[src/rtl/sdh_evt_pkg.sv]
package sdh_evt_pkg;

    localparam int REG_W      = 32;
    localparam int CODE_W     = 2;
    localparam int CODE_LSB   = 9;
    localparam int BIT_RD_RDY = 7;
    localparam int BIT_WR_RDY = 6;
    localparam int N_IRQ_SRC  = 8;

    localparam logic [REG_W-1:0] STICKY_MASK = 32'hFF00_782F;
    localparam logic [REG_W-1:0] ERR_MASK    = 32'h0000_002F;
    localparam logic [REG_W-1:0] EN_MASK     = 32'h0007_F01F;

    typedef enum logic [1:0] {
        SEL_NONE,
        SEL_STATUS,
        SEL_IRQEN
    } reg_sel_e;

    typedef struct packed {
        logic             wr_status;
        logic             wr_irqen;
        logic [REG_W-1:0] data;
    } reg_wr_t;

    // enable bit that gates interrupt source i
    function automatic int src_en_bit(input int i);
        case (i)
            0:       return 15;
            1:       return 14;
            2:       return 13;
            3:       return 4;
            4:       return 3;
            5:       return 2;
            6:       return 1;
            default: return 0;
        endcase
    endfunction

    // status bit that feeds interrupt source i
    function automatic int src_st_bit(input int i);
        case (i)
            0:       return 31;
            1:       return 30;
            2:       return 14;
            3:       return 7;
            4:       return 6;
            5:       return 13;
            6:       return 12;
            default: return 11;
        endcase
    endfunction

    function automatic reg_sel_e decode_ofs(input logic [7:0] ofs);
        case (ofs)
            8'h04:   return SEL_STATUS;
            8'h24:   return SEL_IRQEN;
            default: return SEL_NONE;
        endcase
    endfunction

endpackage

[src/rtl/sdh_addr_dec.sv]
module sdh_addr_dec
    import sdh_evt_pkg::*;
#(
    parameter int ADDR_W = 8
) (
    input  logic [ADDR_W-1:0] addr,
    input  logic              we,
    input  logic [REG_W-1:0]  wdata,
    input  logic [REG_W-1:0]  status_word,
    input  logic [REG_W-1:0]  en_word,
    output reg_wr_t           wr,
    output logic [REG_W-1:0]  rdata
);
    reg_sel_e sel;

    always_comb begin
        sel = decode_ofs(8'(addr));
        wr.wr_status = we && (sel == SEL_STATUS);
        wr.wr_irqen  = we && (sel == SEL_IRQEN);
        wr.data      = wdata;
        case (sel)
            SEL_STATUS: rdata = status_word;
            SEL_IRQEN:  rdata = en_word;
            default:    rdata = '0;
        endcase
    end
endmodule

[src/rtl/sdh_status_bank.sv]
module sdh_status_bank
    import sdh_evt_pkg::*;
(
    input  logic                 clk,
    input  logic                 rst,
    input  reg_wr_t              wr,
    input  logic [REG_W-1:0]     ev_pulse,
    input  logic                 buf_rd_rdy,
    input  logic                 buf_wr_rdy,
    input  logic                 crc_stat_vld,
    input  logic [CODE_W-1:0]    crc_stat,
    output logic [REG_W-1:0]     status_word,
    output logic [N_IRQ_SRC-1:0] irq_src,
    output logic                 err_any
);
    logic [REG_W-1:0]  sticky_q, sticky_d, clr_vec, set_vec;
    logic [CODE_W-1:0] code_q, code_d;
    logic              code_clr;

    always_comb begin
        set_vec  = ev_pulse & STICKY_MASK;
        clr_vec  = wr.wr_status ? (wr.data & STICKY_MASK) : '0;
        sticky_d = (sticky_q & ~clr_vec) | set_vec;
        code_clr = wr.wr_status && (|wr.data[CODE_LSB +: CODE_W]);
        if (crc_stat_vld)  code_d = crc_stat;
        else if (code_clr) code_d = '0;
        else               code_d = code_q;
    end

    always_ff @(posedge clk) begin
        if (rst) begin
            sticky_q <= '0;
            code_q   <= '0;
        end else begin
            sticky_q <= sticky_d;
            code_q   <= code_d;
        end
    end

    always_comb begin
        status_word = sticky_q
                    | (REG_W'(code_q) << CODE_LSB)
                    | (REG_W'(buf_rd_rdy) << BIT_RD_RDY)
                    | (REG_W'(buf_wr_rdy) << BIT_WR_RDY);
        err_any = |(sticky_q & ERR_MASK);
    end

    for (genvar i = 0; i < N_IRQ_SRC; i++) begin : g_src
        localparam int SB = src_st_bit(i);
        assign irq_src[i] = status_word[SB];
    end

    assert_reset_clear_R1: assert property (@(posedge clk)
        rst |=> (sticky_q == '0 && code_q == '0));

    assert_hold_R2: assert property (@(posedge clk) disable iff (rst)
        !wr.wr_status |=> ((sticky_q & $past(sticky_q)) == $past(sticky_q)));

    assert_w1c_R3: assert property (@(posedge clk) disable iff (rst)
        wr.wr_status |=> ((sticky_q & $past(wr.data & STICKY_MASK & ~ev_pulse)) == '0));

    assert_set_wins_R4: assert property (@(posedge clk) disable iff (rst)
        ((ev_pulse & STICKY_MASK) != '0)
        |=> ((sticky_q & $past(ev_pulse & STICKY_MASK)) == $past(ev_pulse & STICKY_MASK)));

    assert_crc_capture_R6: assert property (@(posedge clk) disable iff (rst)
        crc_stat_vld |=> (code_q == $past(crc_stat)));
endmodule

[src/rtl/sdh_irq_mask.sv]
module sdh_irq_mask
    import sdh_evt_pkg::*;
(
    input  logic                 clk,
    input  logic                 rst,
    input  reg_wr_t              wr,
    input  logic [N_IRQ_SRC-1:0] irq_src,
    output logic [REG_W-1:0]     en_word,
    output logic                 irq
);
    logic [REG_W-1:0]     en_q;
    logic [N_IRQ_SRC-1:0] hit;
    logic                 irq_q;

    for (genvar i = 0; i < N_IRQ_SRC; i++) begin : g_hit
        localparam int EB = src_en_bit(i);
        assign hit[i] = en_q[EB] & irq_src[i];
    end

    always_ff @(posedge clk) begin
        if (rst) begin
            en_q  <= '0;
            irq_q <= 1'b0;
        end else begin
            if (wr.wr_irqen) en_q <= wr.data & EN_MASK;
            irq_q <= |hit;
        end
    end

    assign en_word = en_q;
    assign irq     = irq_q;

    assert_en_hold_R7: assert property (@(posedge clk) disable iff (rst)
        !wr.wr_irqen |=> $stable(en_q));

    assert_irq_cause_R8: assert property (@(posedge clk) disable iff (rst)
        irq_q |-> $past(|irq_src));
endmodule

[src/rtl/sdh_event_ctl.sv]
module sdh_event_ctl
    import sdh_evt_pkg::*;
#(
    parameter int ADDR_W = 8
) (
    input  logic              clk,
    input  logic              rst,
    input  logic [ADDR_W-1:0] reg_addr,
    input  logic              reg_we,
    input  logic [31:0]       reg_wdata,
    output logic [31:0]       reg_rdata,
    input  logic [31:0]       ev_pulse,
    input  logic              buf_rd_rdy,
    input  logic              buf_wr_rdy,
    input  logic              crc_stat_vld,
    input  logic [1:0]        crc_stat,
    output logic              irq,
    output logic              err_any
);
    reg_wr_t              wr;
    logic [REG_W-1:0]     status_word, en_word;
    logic [N_IRQ_SRC-1:0] irq_src;

    sdh_addr_dec #(.ADDR_W(ADDR_W)) u_dec (
        .addr        (reg_addr),
        .we          (reg_we),
        .wdata       (reg_wdata),
        .status_word (status_word),
        .en_word     (en_word),
        .wr          (wr),
        .rdata       (reg_rdata)
    );

    sdh_status_bank u_status (
        .clk          (clk),
        .rst          (rst),
        .wr           (wr),
        .ev_pulse     (ev_pulse),
        .buf_rd_rdy   (buf_rd_rdy),
        .buf_wr_rdy   (buf_wr_rdy),
        .crc_stat_vld (crc_stat_vld),
        .crc_stat     (crc_stat),
        .status_word  (status_word),
        .irq_src      (irq_src),
        .err_any      (err_any)
    );

    sdh_irq_mask u_irq (
        .clk     (clk),
        .rst     (rst),
        .wr      (wr),
        .irq_src (irq_src),
        .en_word (en_word),
        .irq     (irq)
    );
endmodule

[config.mk]
export PLATFORM = sky130hd
export DESIGN_NAME = sdh_event_ctl
export DESIGN_NICKNAME = d
export VERILOG_FILES = /design/src/rtl/sdh_evt_pkg.sv /design/src/rtl/sdh_addr_dec.sv /design/src/rtl/sdh_status_bank.sv /design/src/rtl/sdh_irq_mask.sv /design/src/rtl/sdh_event_ctl.sv
export SDC_FILE = /design/constraint.sdc
export NUM_CORES = 1
export LEC_CHECK = 0
export BUFFER_PORTS_ARGS = -buffer_cell sky130_fd_sc_hd__buf_2
export CAP_MARGIN = 40
export CORE_MARGIN = 1.5
export CORE_UTILIZATION = 36
export DETAILED_ROUTE_END_ITERATION = 8
export PLACE_DENSITY = 0.8
export SYNTH_ARGS = -nofsm -noshare
export SYNTH_HDL_FRONTEND = slang
export SYNTH_SLANG_ARGS = --single-unit
[constraint.sdc]
create_clock -name clk -period 1.3 [get_ports clk]
set_input_delay 0.13 -clock clk [delete_from_list [all_inputs] [get_ports clk]]
set_output_delay 0.13 -clock clk [all_outputs]
set_load 0.01 [all_outputs]
==> results of run 1 <==
[how the worst max path moves through the flow]
stage	slack, ns	endpoint	from	cells after the start
6_report	-0.32	reg_rdata[2]	reg_addr[1]	8
5_1_grt	-0.41	reg_rdata[2]	reg_addr[1]	8
4_1_cts	-0.31	reg_rdata[18]	reg_addr[0]	8
3_5_place_dp	-0.35	reg_rdata[15]	reg_addr[3]	8
3_3_place_gp	-0.34	reg_rdata[13]	reg_addr[3]	9
2_1_floorplan	-0.07	reg_rdata[15]	reg_addr[3]	7
[through the flow]
stage / TNS, ns / cells
6_report: -6.93 / 340
3_5_place_dp: -16.94 / 328
3_3_place_gp: -15.28 / 328
2_1_floorplan: -1.03 / 204
4_1_cts: -7.36 / 340
5_1_grt: -11.17 / 340
[cell families (layout without fill, tap and decap cells)]
group,after synthesis,in the layout,synth area share (%)
and+or+nand+nor,98,98,29.8
AOI/OAI and AO/OA,44,44,18.5
DFF,32,32,40.6
buffers and inverters,22,108,9.21
adders and majority gates,2,2,1.59
other,1,6,0.238
[critical path, stage by stage]
cell,delay (ns)
sky130_fd_sc_hd__buf_6,0.09
sky130_fd_sc_hd__nor4b_4,0.32
sky130_fd_sc_hd__nand3_2,0.16
sky130_fd_sc_hd__ha_4,0.21
sky130_fd_sc_hd__buf_4,0.15
sky130_fd_sc_hd__a22oi_1,0.20
sky130_fd_sc_hd__nor2_1,0.08
sky130_fd_sc_hd__buf_2,0.14
[final cells by class]
type | instances | area, um2 | share of cell area [%]
Clock buffer | 7 | 96.3 | 3.64
Tap cell | 50 | 62.6 | 2.36
Sequential cell | 32 | 641 | 24.2
Multi-Input combinational cell | 150 | 1110 | 41.8
Inverter | 3 | 11.3 | 0.425
Timing Repair Buffer | 98 | 729 | 27.6
[per-layer routing]
layer | global-route usage [%] | vias to the layer above | part of all wire [%] | wire length [um]
li1 | - | 843 | - | -
met2 | 32.2 | 66 | 51 | 2380
met4 | 3.27 | 0 | 0.13 | 6
met3 | 5.67 | 2 | 7.1 | 334
met1 | 23.6 | 766 | 42 | 2000
met5 | 0 | - | 0 | 0
[registers in the layout (all words and copies together), names as in the netlist]
signal and cells:
u_status.code_q 2, u_irq.en_word 12, u_irq.irq 1, u_status.sticky_q 17
[cells in the final DEF (no fill, tap or decap), types with 2 or more instances in the layout]
cell type                  count
sky130_fd_sc_hd__conb_1        6
sky130_fd_sc_hd__nand2_1      20
sky130_fd_sc_hd__buf_6        25
sky130_fd_sc_hd__nand3b_1      2
sky130_fd_sc_hd__ha_4          2
sky130_fd_sc_hd__buf_2        63
sky130_fd_sc_hd__buf_8         2
sky130_fd_sc_hd__nor2_1       25
sky130_fd_sc_hd__buf_4         5
sky130_fd_sc_hd__nand3_4       2
sky130_fd_sc_hd__a22oi_2       6
sky130_fd_sc_hd__a21oi_1       6
sky130_fd_sc_hd__nand2_2       7
sky130_fd_sc_hd__and2_4       20
sky130_fd_sc_hd__buf_12        2
sky130_fd_sc_hd__dfxtp_1      32
sky130_fd_sc_hd__a22oi_1       5
sky130_fd_sc_hd__a21oi_2      25
sky130_fd_sc_hd__nand3_1       3
sky130_fd_sc_hd__inv_2         2
sky130_fd_sc_hd__clkbuf_8      7
sky130_fd_sc_hd__nand3_2      14
[timing repair]
| action | in CTS | in global routing |
|---|---|---|
| buffers inserted | 4 | 0 |
| hold buffers | 0 | 0 |
| gates resized for setup | 48 | 39 |
| cloned | 1 | 1 |
| pin swaps | 27 | 30 |
| setup endpoints to repair | 45 | 54 |
[report_power, final]
group | total (mW) | switching [mW] | internal (mW)
sequential | 1.06 | 0.0370 | 1.02
clock | 0.800 | 0.330 | 0.471
combinational | 0.237 | 0.118 | 0.118
==> impl_table.tex, run 1 <==
\begin{tabular}{lr}
\hline
Metric & Value \\
\hline
\multicolumn{2}{l}{\textbf{Clocking}} \\
\quad Clock-pin slew on the worst setup and hold paths & approximately 0.07 ns \\
\quad Clock insertion delay at the later pin of the skew report & 0.27 ns \\
\quad TritonCTS clock tree & done \\
\quad H-tree level count & 2 \\
\quad Root buf cell & sky130\_fd\_sc\_hd\_\_clkbuf\_8 \\
\quad Maximum number of buffers from clock root to sink & 2 \\
\quad Clock sink count & 32 \\
\quad Num CTS Buffers & 5 \\
\multicolumn{2}{l}{\textbf{Layout}} \\
\quad Diode insertion count for antenna repair & 0 \\
\quad Final core utilization & between 60\% and 70\% \\
\quad Area of all placed cells without fillers & approximately 0.0026 mm2 \\
\quad Proportion of layout cells with a drive suffix above 1 & 64.5\% \\
\quad Final \#Nets & 372 \\
\quad Number of fillers in the final layout & roughly 370 \\
\quad Area growth from synthesis to final layout & 67.9\% \\
\multicolumn{2}{l}{\textbf{Routing}} \\
\quad Routed vias/inst & between 4 and 5 \\
\quad Routed vias & 1677 \\
\quad Remaining routing DRC violations & 0 \\
\quad Antenna Violating Nets Remaining & 0 \\
\quad First-iteration detailed-routing DRC count & 55 \\
\quad Pre-Repair DR Iteration Count & 4 \\
\quad Routed wirelength normalized by instance count & roughly 14 um \\
\quad Total routed wirelength & $\sim$4700 um \\
\multicolumn{2}{l}{\textbf{Power}} \\
\quad Peak ir drop on the vdd network & between 0.4 and 0.5 mV \\
\quad Power density of the placed cells & about 800 mW/mm2 \\
\quad Overall power after layout & about 2.1 mW \\
\quad Leakage power summed over all cells & 1.07 nW \\
\multicolumn{2}{l}{\textbf{Critical path}} \\
\quad Reg-to-reg setup timing slack & 0.41 ns \\
\quad Endpoint of the most critical register-to-register path & u\_irq.irq\$\_SDFF\_PP0\_ \\
\quad Crit path DAT & 1.49 ns \\
\quad Cell depth of the worst flop-to-flop path & 2 \\
\quad Worst r2r src & u\_status.sticky\_q[12]\$\_SDFF\_PP0\_ \\
\quad Largest fanout of any net on the critical path & 4 \\
\quad Type of origin of the critical path & primary input \\
\quad Endpoint required time on the critical path & $\sim$1.2 ns \\
\quad CP Class & in -> out \\
\quad Nature of the critical path endpoint & output port \\
\multicolumn{2}{l}{\textbf{Timing}} \\
\quad Fmax & $\sim$620 MHz \\
\quad Worst slack on hold paths & 0.0589 ns \\
\quad Number of endpoints failing setup at the final stage & 42 \\
\quad Final slew viol count & 0 \\
\quad Slew of the pin with the lowest slew margin & 0.541 ns \\
\quad Final Worst Setup Slack & -0.322 ns \\
\quad Rel. slew slack & $\sim$64\% \\
\quad Final worst clock skew & around 0.0047 ns \\
\quad Setup repair after global routing missed its margin & true \\
\quad Minimum clock period & 1.62 ns \\
\quad Final clock period utilization by the worst path & 125\% \\
\quad Hold violation total from the final report & 0 \\
\multicolumn{2}{l}{\textbf{Job}} \\
\quad Number of violations of the max-capacitance limit & 0 \\
\multicolumn{2}{l}{\textbf{Placed design}} \\
\quad Placed instance area & about 0.0021 mm2 \\
\quad Number of port buffers & 84 \\
\quad Post-detailed-placement half-perimeter wirelength & just over 3000 um \\
\quad Routability congestion estimate & about 0.77 \\
\quad Worst-case setup slack after placement & -0.350 ns \\
\multicolumn{2}{l}{\textbf{Floorplanning}} \\
\quad IO Count & between 100 and 150 \\
\quad Die area & roughly 0.0048 mm2 \\
\quad Core area & roughly 0.004 mm2 \\
\quad Initial Utilization & 38.3\% \\
\quad Die width & 69.2 um \\
\quad Standard-cell row count & 23 \\
\quad Die height & approximately 69 um \\
\multicolumn{2}{l}{\textbf{Logic synthesis}} \\
\quad Number of cells produced by synthesis & 199 \\
\quad FF+latch count, synth & 32 \\
\quad Sequential area share after synthesis & between 40\% and 50\% \\
\quad Most frequently used cell type in the post-synthesis netlist & sky130\_fd\_sc\_hd\_\_dfxtp\_1 \\
\quad Mapped cell area & around 0.0016 mm2 \\
\quad Number of synthesis warnings & 0 \\
\quad Number of flops mapped to enable cells by yosys & 0 \\
\quad Flip-flop cell with the highest count after synthesis & sky130\_fd\_sc\_hd\_\_dfxtp\_1 \\
\quad Mean area per synthesized cell & about 7.9 um2 \\
\quad Netlist cell types & 25 \\
\quad Synth area leader & sky130\_fd\_sc\_hd\_\_dfxtp\_1 \\
\quad Most frequent cells after synthesis & sky130\_fd\_sc\_hd\_\_dfxtp\_1 (32), sky130\_fd\_sc\_hd\_\_nand2\_1 (27), sky130\_fd\_sc\_hd\_\_nor2\_1 (25) \\
\quad Fraction of synthesized cell area taken by the top area cell type & between 40\% and 50\% \\
\quad Share of flip-flops with an asynchronous set or reset after synthesis & 0\% \\
\quad Largest cells by area after synthesis & sky130\_fd\_sc\_hd\_\_dfxtp\_1 (41\%), sky130\_fd\_sc\_hd\_\_and2\_1 (7.5\%), sky130\_fd\_sc\_hd\_\_a21oi\_1 (6.7\%) \\
\multicolumn{2}{l}{\textbf{Min path}} \\
\quad Destination of the worst hold path & u\_status.sticky\_q[12]\$\_SDFF\_PP0\_ \\
\quad Worst hold path depth & 3 \\
\quad Min-Delay Path Class & in -> reg \\
\quad Start point of the worst min-delay path & ev\_pulse[12] \\
\multicolumn{2}{l}{\textbf{Run status}} \\
\quad Violated checks & setup timing \\
\quad Run status & finished, violations left \\
\multicolumn{2}{l}{\textbf{Global routing}} \\
\quad Wire length of the first global-routing pass & roughly 7400 um \\
\quad GRT Overall Usage & around a fifth \\
\quad Number of antenna violations at the first check in global routing & 0 \\
\quad GRT overflow & 0 \\
\quad Maximum number of pins on one net before global-route repair & 18 \\
\quad Number of global-route vias before repair & about 1600 \\
\hline
\end{tabular}
Power figures use the tool's default switching activity.
==> inputs of run 2 (changes only) <==
--- a/config.mk
+++ b/config.mk
@@ -7,10 +7,12 @@
 export LEC_CHECK = 0
 export BUFFER_PORTS_ARGS = -buffer_cell sky130_fd_sc_hd__buf_2
 export CAP_MARGIN = 40
+export CORE_ASPECT_RATIO = 0.7
 export CORE_MARGIN = 1.5
-export CORE_UTILIZATION = 36
+export CORE_UTILIZATION = 38
+export CTS_BUF_LIST = sky130_fd_sc_hd__clkbuf_8
 export DETAILED_ROUTE_END_ITERATION = 8
-export PLACE_DENSITY = 0.8
+export PLACE_DENSITY = 0.84
 export SYNTH_ARGS = -nofsm -noshare
 export SYNTH_HDL_FRONTEND = slang
 export SYNTH_SLANG_ARGS = --single-unit
==> run 2 against run 1 <==
Critical path type unchanged; non-clock buffer count up 5; wire length grew 2.9%; count of clock-buffer cells in the layout down 2; register-to-register slack better by 0.02 ns; sequential power barely moved; hold slack lost 0.0046 ns; combinational power shrank 3%; largest power group unchanged; sequential cell count unchanged; fmax decreased by 2.4%; design area shrank 0.95%; critical endpoint unchanged; clock power is 11% lower; the flow still finishes with violations (setup timing); clock skew is 0.0017 ns lower; largest cell class unchanged.
==> impl_table.tex, run 2 (synthesis gave the netlist of run 1 again) <==
\begin{tabular}{lr}
\hline
Metric & Value \\
\hline
\multicolumn{2}{l}{\textbf{Run status}} \\
\quad Run status & finished, violations left \\
\quad Violated checks & setup timing \\
\multicolumn{2}{l}{\textbf{Floorplanning}} \\
\quad Standard-cell row count & 19 \\
\quad IO Count & around 110 \\
\quad Die area & roughly 0.0046 mm2 \\
\quad Initial Utilization & 39.9\% \\
\quad Die width & 80.0 um \\
\quad Core area & roughly 0.004 mm2 \\
\quad Die height & 56.9 um \\
\multicolumn{2}{l}{\textbf{Timing}} \\
\quad Hold violation total from the final report & 0 \\
\quad Fmax & 602 MHz \\
\quad Final slew viol count & 0 \\
\quad Final clock period utilization by the worst path & 128\% \\
\quad Final setup TNS & -8.10 ns \\
\quad Worst slack on hold paths & around 0.054 ns \\
\quad Minimum clock period & $\sim$1.7 ns \\
\quad Number of endpoints failing setup at the final stage & 46 \\
\quad Final Worst Setup Slack & -0.362 ns \\
\quad Final worst clock skew & roughly 0.0030 ns \\
\quad Setup repair after global routing missed its margin & true \\
\multicolumn{2}{l}{\textbf{Clocking}} \\
\quad TritonCTS clock tree & done \\
\quad Hold-fix buffer count after cts & 0 \\
\quad Num CTS Buffers & 5 \\
\quad H-tree level count & 2 \\
\quad Clock-pin slew on the worst setup and hold paths & about 0.060 ns \\
\quad Clock insertion delay at the later pin of the skew report & about 0.28 ns \\
\quad Clock sink count & 32 \\
\quad Maximum number of buffers from clock root to sink & 2 \\
\quad Root buf cell & sky130\_fd\_sc\_hd\_\_clkbuf\_8 \\
\multicolumn{2}{l}{\textbf{Placed design}} \\
\quad Placed instance area & between 0.002 and 0.0025 mm2 \\
\quad Number of port buffers & 84 \\
\quad Routability congestion estimate & roughly 0.86 \\
\quad Post-detailed-placement half-perimeter wirelength & about 3100 um \\
\quad Worst-case setup slack after placement & -0.359 ns \\
\quad Dpl cells & around 330 \\
\multicolumn{2}{l}{\textbf{Critical path}} \\
\quad Worst r2r src & u\_irq.en\_word[0]\$\_SDFFE\_PP0P\_ \\
\quad Timing startpoint of the critical path & reg\_addr[1] \\
\quad Crit path DAT & $\sim$1.5 ns \\
\quad Nature of the critical path endpoint & output port \\
\quad CP Class & in -> out \\
\quad Endpoint required time on the critical path & roughly 1.2 ns \\
\quad Type of origin of the critical path & primary input \\
\quad Largest fanout of any net on the critical path & 5 \\
\multicolumn{2}{l}{\textbf{Layout}} \\
\quad Biggest register & u\_status.sticky\_q \\
\quad Proportion of layout cells with a drive suffix above 1 & between 50\% and 60\% \\
\quad Diode insertion count for antenna repair & 0 \\
\quad Number of fillers in the final layout & between 300 and 400 \\
\quad Area of all placed cells without fillers & around 0.0026 mm2 \\
\quad Most frequent cells in the layout & sky130\_fd\_sc\_hd\_\_buf\_2 (66), sky130\_fd\_sc\_hd\_\_dfxtp\_1 (32), sky130\_fd\_sc\_hd\_\_nand2\_1 (27) \\
\quad Area growth from synthesis to final layout & 66.3\% \\
\quad Most common cell after layout, fill and taps aside & sky130\_fd\_sc\_hd\_\_buf\_2 \\
\quad Largest register FFs & 17 \\
\quad Final core utilization & between 60\% and 70\% \\
\quad Final \#Nets & between 300 and 400 \\
\quad Non-filler cells in the finished layout & $\sim$350 \\
\multicolumn{2}{l}{\textbf{Power}} \\
\quad Peak ir drop on the vdd network & between 0.5 and 0.6 mV \\
\quad Power density of the placed cells & $\sim$760 mW/mm2 \\
\quad Overall power after layout & about 2 mW \\
\quad Leakage power summed over all cells & between 1 and 1.5 nW \\
\multicolumn{2}{l}{\textbf{Routing}} \\
\quad First-iteration detailed-routing DRC count & 96 \\
\quad Routed vias & about 1800 \\
\quad Pre-Repair DR Iteration Count & 4 \\
\quad Routed wirelength normalized by instance count & about 14 um \\
\quad Total routed wirelength & between 4000 and 5000 um \\
\quad Remaining routing DRC violations & 0 \\
\quad Routed vias/inst & 5.03 \\
\quad Antenna Violating Nets Remaining & 0 \\
\multicolumn{2}{l}{\textbf{Job}} \\
\quad Number of violations of the max-capacitance limit & 0 \\
\multicolumn{2}{l}{\textbf{Global routing}} \\
\quad GRT overflow & 0 \\
\quad Maximum number of pins on one net before global-route repair & 33 \\
\quad GRT Overall Usage & approximately a fifth \\
\quad Number of antenna violations at the first check in global routing & 0 \\
\quad Wire length of the first global-routing pass & $\sim$6700 um \\
\quad Number of global-route vias before repair & roughly 1500 \\
\multicolumn{2}{l}{\textbf{Min path}} \\
\quad Min-Delay Path Class & in -> reg \\
\quad Start point of the worst min-delay path & ev\_pulse[1] \\
\hline
\end{tabular}
## run 2: final cells by class
cell class / instances / area, um2 / share of cell area [%]
Multi-Input combinational cell: 151 / 1050 / 39.9
Tap cell: 52 / 65.1 / 2.48
Timing Repair Buffer: 103 / 782 / 29.8
Clock inverter: 2 / 8.76 / 0.334
Clock buffer: 5 / 68.8 / 2.62
Sequential cell: 32 / 641 / 24.4
Inverter: 3 / 11.3 / 0.429
## run 2: worst paths after layout
check                           slack [ns]  cells past startpoint                               to
worst max-delay path                 -0.36                      9                     reg_rdata[2]
worst min-delay path                  0.05                      3  u_status.sticky_q[1]$_SDFF_PP0_
worst min register to register        0.47                      2   u_irq.en_word[18]$_SDFFE_PP0P_
worst max register to register        0.43                      2             u_irq.irq$_SDFF_PP0_
## run 2: critical path, stage by stage
cell	delay (ns)
sky130_fd_sc_hd__buf_6	0.10
sky130_fd_sc_hd__nor4b_4	0.31
sky130_fd_sc_hd__nand3_2	0.15
sky130_fd_sc_hd__inv_2	0.10
sky130_fd_sc_hd__ha_4	0.21
sky130_fd_sc_hd__clkbuf_16	0.17
sky130_fd_sc_hd__a22oi_2	0.05
sky130_fd_sc_hd__nor2_1	0.15
sky130_fd_sc_hd__buf_2	0.15
## run 2: repair_timing
item / CTS / global route
setup buffers: 5 / 4
gates resized for setup: 18 / 50
gates cloned: 1 / 3
endpoints found under the setup margin: 35 / 51
pin swaps: 8 / 36
## run 2: per-layer routing
metal / up-vias / track usage, % / wire [um]
li1: 856 / - / -
met1: 806 / 25.3 / 2140
met2: 79 / 30.3 / 2240
met3: 9 / 5.37 / 398
met4: 0 / 7.39 / 74
met5: - / 0 / 0
## run 2: report_power, final
| group | internal, mW | switching (mW) |
|---|---|---|
| clock network | 0.356 | 0.355 |
| logic | 0.116 | 0.114 |
| registers | 1.02 | 0.0362 |
| total | 1.49 | 0.506 |
==> inputs of run 3 (changes only) <==
--- a/config.mk
+++ b/config.mk
@@ -9,10 +9,10 @@
 export CAP_MARGIN = 40
 export CORE_ASPECT_RATIO = 0.7
 export CORE_MARGIN = 1.5
-export CORE_UTILIZATION = 38
+export CORE_UTILIZATION = 42
 export CTS_BUF_LIST = sky130_fd_sc_hd__clkbuf_8
 export DETAILED_ROUTE_END_ITERATION = 8
-export PLACE_DENSITY = 0.84
+export PLACE_DENSITY = 0.87
 export SYNTH_ARGS = -nofsm -noshare
 export SYNTH_HDL_FRONTEND = slang
 export SYNTH_SLANG_ARGS = --single-unit
==> constraint.sdc (replaced) <==
create_clock -name clk -period 1.6 [get_ports clk]
set_input_delay 0.16 -clock clk [delete_from_list [all_inputs] [get_ports clk]]
set_output_delay 0.16 -clock clk [all_outputs]
set_load 0.01 [all_outputs]
==> run 3 against run 2 <==
The run still ends with setup timing left; non-clock buffer count is 10 lower; via count is 5.4% lower; clock power is 14% lower; combinational power is 30% lower; sequential power is 19% lower; critical path depth is 1 lower; wire length is 7.4% lower; die area is 9.1% lower; power is 19% lower; critical endpoint is now reg_rdata[15]; highest routed layer unchanged.
==> impl_table.tex, run 3 (synthesis gave the netlist of run 1 again) <==
\begin{tabular}{lr}
\hline
Metric & Value \\
\hline
\multicolumn{2}{l}{\textbf{Layout}} \\
\quad Largest register FFs & 17 \\
\quad Diode insertion count for antenna repair & 0 \\
\quad Most frequent cells in the layout & sky130\_fd\_sc\_hd\_\_buf\_2 (79), sky130\_fd\_sc\_hd\_\_dfxtp\_1 (32), sky130\_fd\_sc\_hd\_\_nand2\_1 (27) \\
\quad Most common cell after layout, fill and taps aside & sky130\_fd\_sc\_hd\_\_buf\_2 \\
\quad Number of fillers in the final layout & 330 \\
\quad Non-filler cells in the finished layout & about 340 \\
\quad Biggest register & u\_status.sticky\_q \\
\quad Area growth from synthesis to final layout & 43.7\% \\
\quad Area of all placed cells without fillers & about 0.0023 mm2 \\
\quad Proportion of layout cells with a drive suffix above 1 & about 44\% \\
\quad Final \#Nets & 367 \\
\multicolumn{2}{l}{\textbf{Critical path}} \\
\quad Cell with the largest stage delay on the worst path & sky130\_fd\_sc\_hd\_\_nor4b\_4 \\
\quad Endpoint required time on the critical path & 1.44 ns \\
\quad Cell Chain, Critical Path & buf\_6, nor4b\_4, nand3\_2, inv\_2, ha\_4, nor2b\_4, and2\_4, buf\_6 \\
\quad CP Depth & 8 \\
\quad Worst r2r src & u\_irq.en\_word[4]\$\_SDFFE\_PP0P\_ \\
\quad Delay-heaviest family, CP & simple AND/OR/NAND/NOR gates \\
\quad Buffers plus inverters on the worst setup path & 3 \\
\quad Largest fanout of any net on the critical path & 5 \\
\quad Type of origin of the critical path & primary input \\
\quad CP Class & in -> out \\
\quad Cell depth of the worst flop-to-flop path & 2 \\
\quad Nature of the critical path endpoint & output port \\
\quad Endpoint of the most critical register-to-register path & u\_irq.irq\$\_SDFF\_PP0\_ \\
\quad Reg-to-reg setup timing slack & roughly 0.75 ns \\
\quad Crit path DAT & $\sim$1.5 ns \\
\quad Slowest cell delay on critical path & 0.31 ns \\
\quad Cell seen most often among critical-path stages & sky130\_fd\_sc\_hd\_\_buf\_6 \\
\multicolumn{2}{l}{\textbf{Global routing}} \\
\quad Grt met2 use & between 30\% and 40\% \\
\quad Maximum number of pins on one net before global-route repair & 33 \\
\quad M1 GR Usage & between 20\% and 30\% \\
\quad Wire length of the first global-routing pass & about 6900 um \\
\quad GRT overflow & 0 \\
\quad GRT Overall Usage & a little over a fifth \\
\quad Layer with the highest usage after global routing & met2 \\
\quad Fraction of met3 tracks used by global routing & under 10\% \\
\quad Number of global-route vias before repair & roughly 1400 \\
\quad Number of antenna violations at the first check in global routing & 0 \\
\multicolumn{2}{l}{\textbf{Timing}} \\
\quad Final clock period utilization by the worst path & 103\% \\
\quad Number of endpoints failing setup at the final stage & 11 \\
\quad Final worst clock skew & roughly 0.0071 ns \\
\quad Minimum clock period & $\sim$1.6 ns \\
\quad Hold violation total from the final report & 0 \\
\quad Final slew viol count & 0 \\
\quad Final setup TNS & -0.378 ns \\
\quad Setup repair after global routing missed its margin & true \\
\quad Final Worst Setup Slack & -0.0468 ns \\
\quad Fmax & between 600 and 700 MHz \\
\multicolumn{2}{l}{\textbf{Run status}} \\
\quad Run status & finished, violations left \\
\quad Violated checks & setup timing \\
\multicolumn{2}{l}{\textbf{Placed design}} \\
\quad Routability congestion estimate & around 0.76 \\
\quad Number of port buffers & 84 \\
\quad Post-detailed-placement half-perimeter wirelength & 2910 um \\
\quad Dpl cells & between 300 and 400 \\
\quad Placed instance area & a little under 0.002 mm2 \\
\multicolumn{2}{l}{\textbf{Floorplanning}} \\
\quad Initial Utilization & between 40\% and 50\% \\
\quad Die width & $\sim$76 um \\
\quad Die area & between 0.004 and 0.005 mm2 \\
\quad Die height & approximately 54 um \\
\quad Standard-cell row count & 18 \\
\quad Core area & between 0.003 and 0.004 mm2 \\
\quad IO Count & 114 \\
\multicolumn{2}{l}{\textbf{Routing}} \\
\quad Routed vias & 1656 \\
\quad Remaining routing DRC violations & 0 \\
\quad Pre-Repair DR Iteration Count & 4 \\
\quad Antenna Violating Nets Remaining & 0 \\
\quad Routed wirelength normalized by instance count & approximately 13 um \\
\quad Routed vias/inst & approximately 5 \\
\quad First-iteration detailed-routing DRC count & 90 \\
\quad Total routed wirelength & $\sim$4500 um \\
\multicolumn{2}{l}{\textbf{Min path}} \\
\quad Start point of the worst min-delay path & ev\_pulse[0] \\
\quad Min-Delay Path Class & in -> reg \\
\quad Destination of the worst hold path & u\_status.sticky\_q[0]\$\_SDFF\_PP0\_ \\
\quad Worst hold path depth & 3 \\
\multicolumn{2}{l}{\textbf{Clocking}} \\
\quad Clock sink count & 32 \\
\quad Root buf cell & sky130\_fd\_sc\_hd\_\_clkbuf\_8 \\
\quad Hold-fix buffer count after cts & 0 \\
\quad Clock-pin slew on the worst setup and hold paths & 0.07 ns \\
\quad Clock insertion delay at the later pin of the skew report & $\sim$0.28 ns \\
\quad Maximum number of buffers from clock root to sink & 2 \\
\quad TritonCTS clock tree & done \\
\quad H-tree level count & 2 \\
\quad Num CTS Buffers & 5 \\
\multicolumn{2}{l}{\textbf{Power}} \\
\quad Overall power after layout & approximately 1.6 mW \\
\quad Peak ir drop on the vdd network & around 0.49 mV \\
\quad Power density of the placed cells & just over 700 mW/mm2 \\
\quad Leakage power summed over all cells & $\sim$1 nW \\
\multicolumn{2}{l}{\textbf{Job}} \\
\quad Number of violations of the max-capacitance limit & 0 \\
\hline
\end{tabular}
## run 3: changes by cell type in the layout (fill, tap and decap cells not counted), sizes merged
cell,previous run,this run
buf,101,92
and2,21,20
clkinv,1,0
inv,4,5
## run 3: area by class of cell
| cell class | instances | area, um2 | share of cell area (%) |
|---|---|---|---|
| multi-input cells | 150 | 883 | 39.0 |
| flip-flops and latches | 32 | 641 | 28.3 |
| repair buffers | 93 | 578 | 25.5 |
| clock buffers | 6 | 82.6 | 3.64 |
| well taps | 50 | 62.6 | 2.76 |
| inverters | 3 | 11.3 | 0.497 |
| clock inverters | 2 | 7.51 | 0.331 |
## run 3: worst max path at each step
| stage | start | end | slack, ns |
|---|---|---|---|
| after floorplan | reg_addr[3] | reg_rdata[15] | 0.05 |
| after global placement | reg_addr[3] | reg_rdata[17] | -0.13 |
| after detailed placement | reg_addr[3] | reg_rdata[17] | -0.18 |
| after CTS | reg_addr[0] | reg_rdata[3] | -0.03 |
| after global routing | reg_addr[1] | reg_rdata[3] | -0.13 |
| final | reg_addr[1] | reg_rdata[15] | -0.05 |
## run 3: timing repair
action	CTS	global route
pin swaps	8	11
setup endpoints to repair	26	37
setup buffers	4	0
gates cloned	1	1
gates resized for setup	15	12
## run 3: per-stage QoR
step	utilization, %	setup WS [ns]	hold WS, ns
after floorplan	-	0.0492	0.229
after global placement	55.8	-0.132	0.365
after detailed placement	55.8	-0.181	0.372
after CTS	62.2	-0.0344	0.0854
after global routing	63.7	-0.126	0.0964
final	63.7	-0.0468	0.0858
## run 3: per-layer routing
metal | share of wire (%) | up-vias | wire length (um)
li1 | - | 831 | -
met1 | 44 | 739 | 1970
met2 | 45 | 84 | 2040
met3 | 10 | 2 | 463
met4 | 0.62 | 0 | 28
met5 | 0 | - | 0
## run 3: worst reg2reg max path: cells and delay by family (launching register included)
family	cells	cell delay (ns)
AOI/OAI and AO/OA	2	0.37
DFF	1	0.33
## run 3: power by group
part	internal [mW]	switching, mW
combinational	0.0804	0.0808
clock	0.338	0.274
sequential	0.831	0.0233
total	1.25	0.379
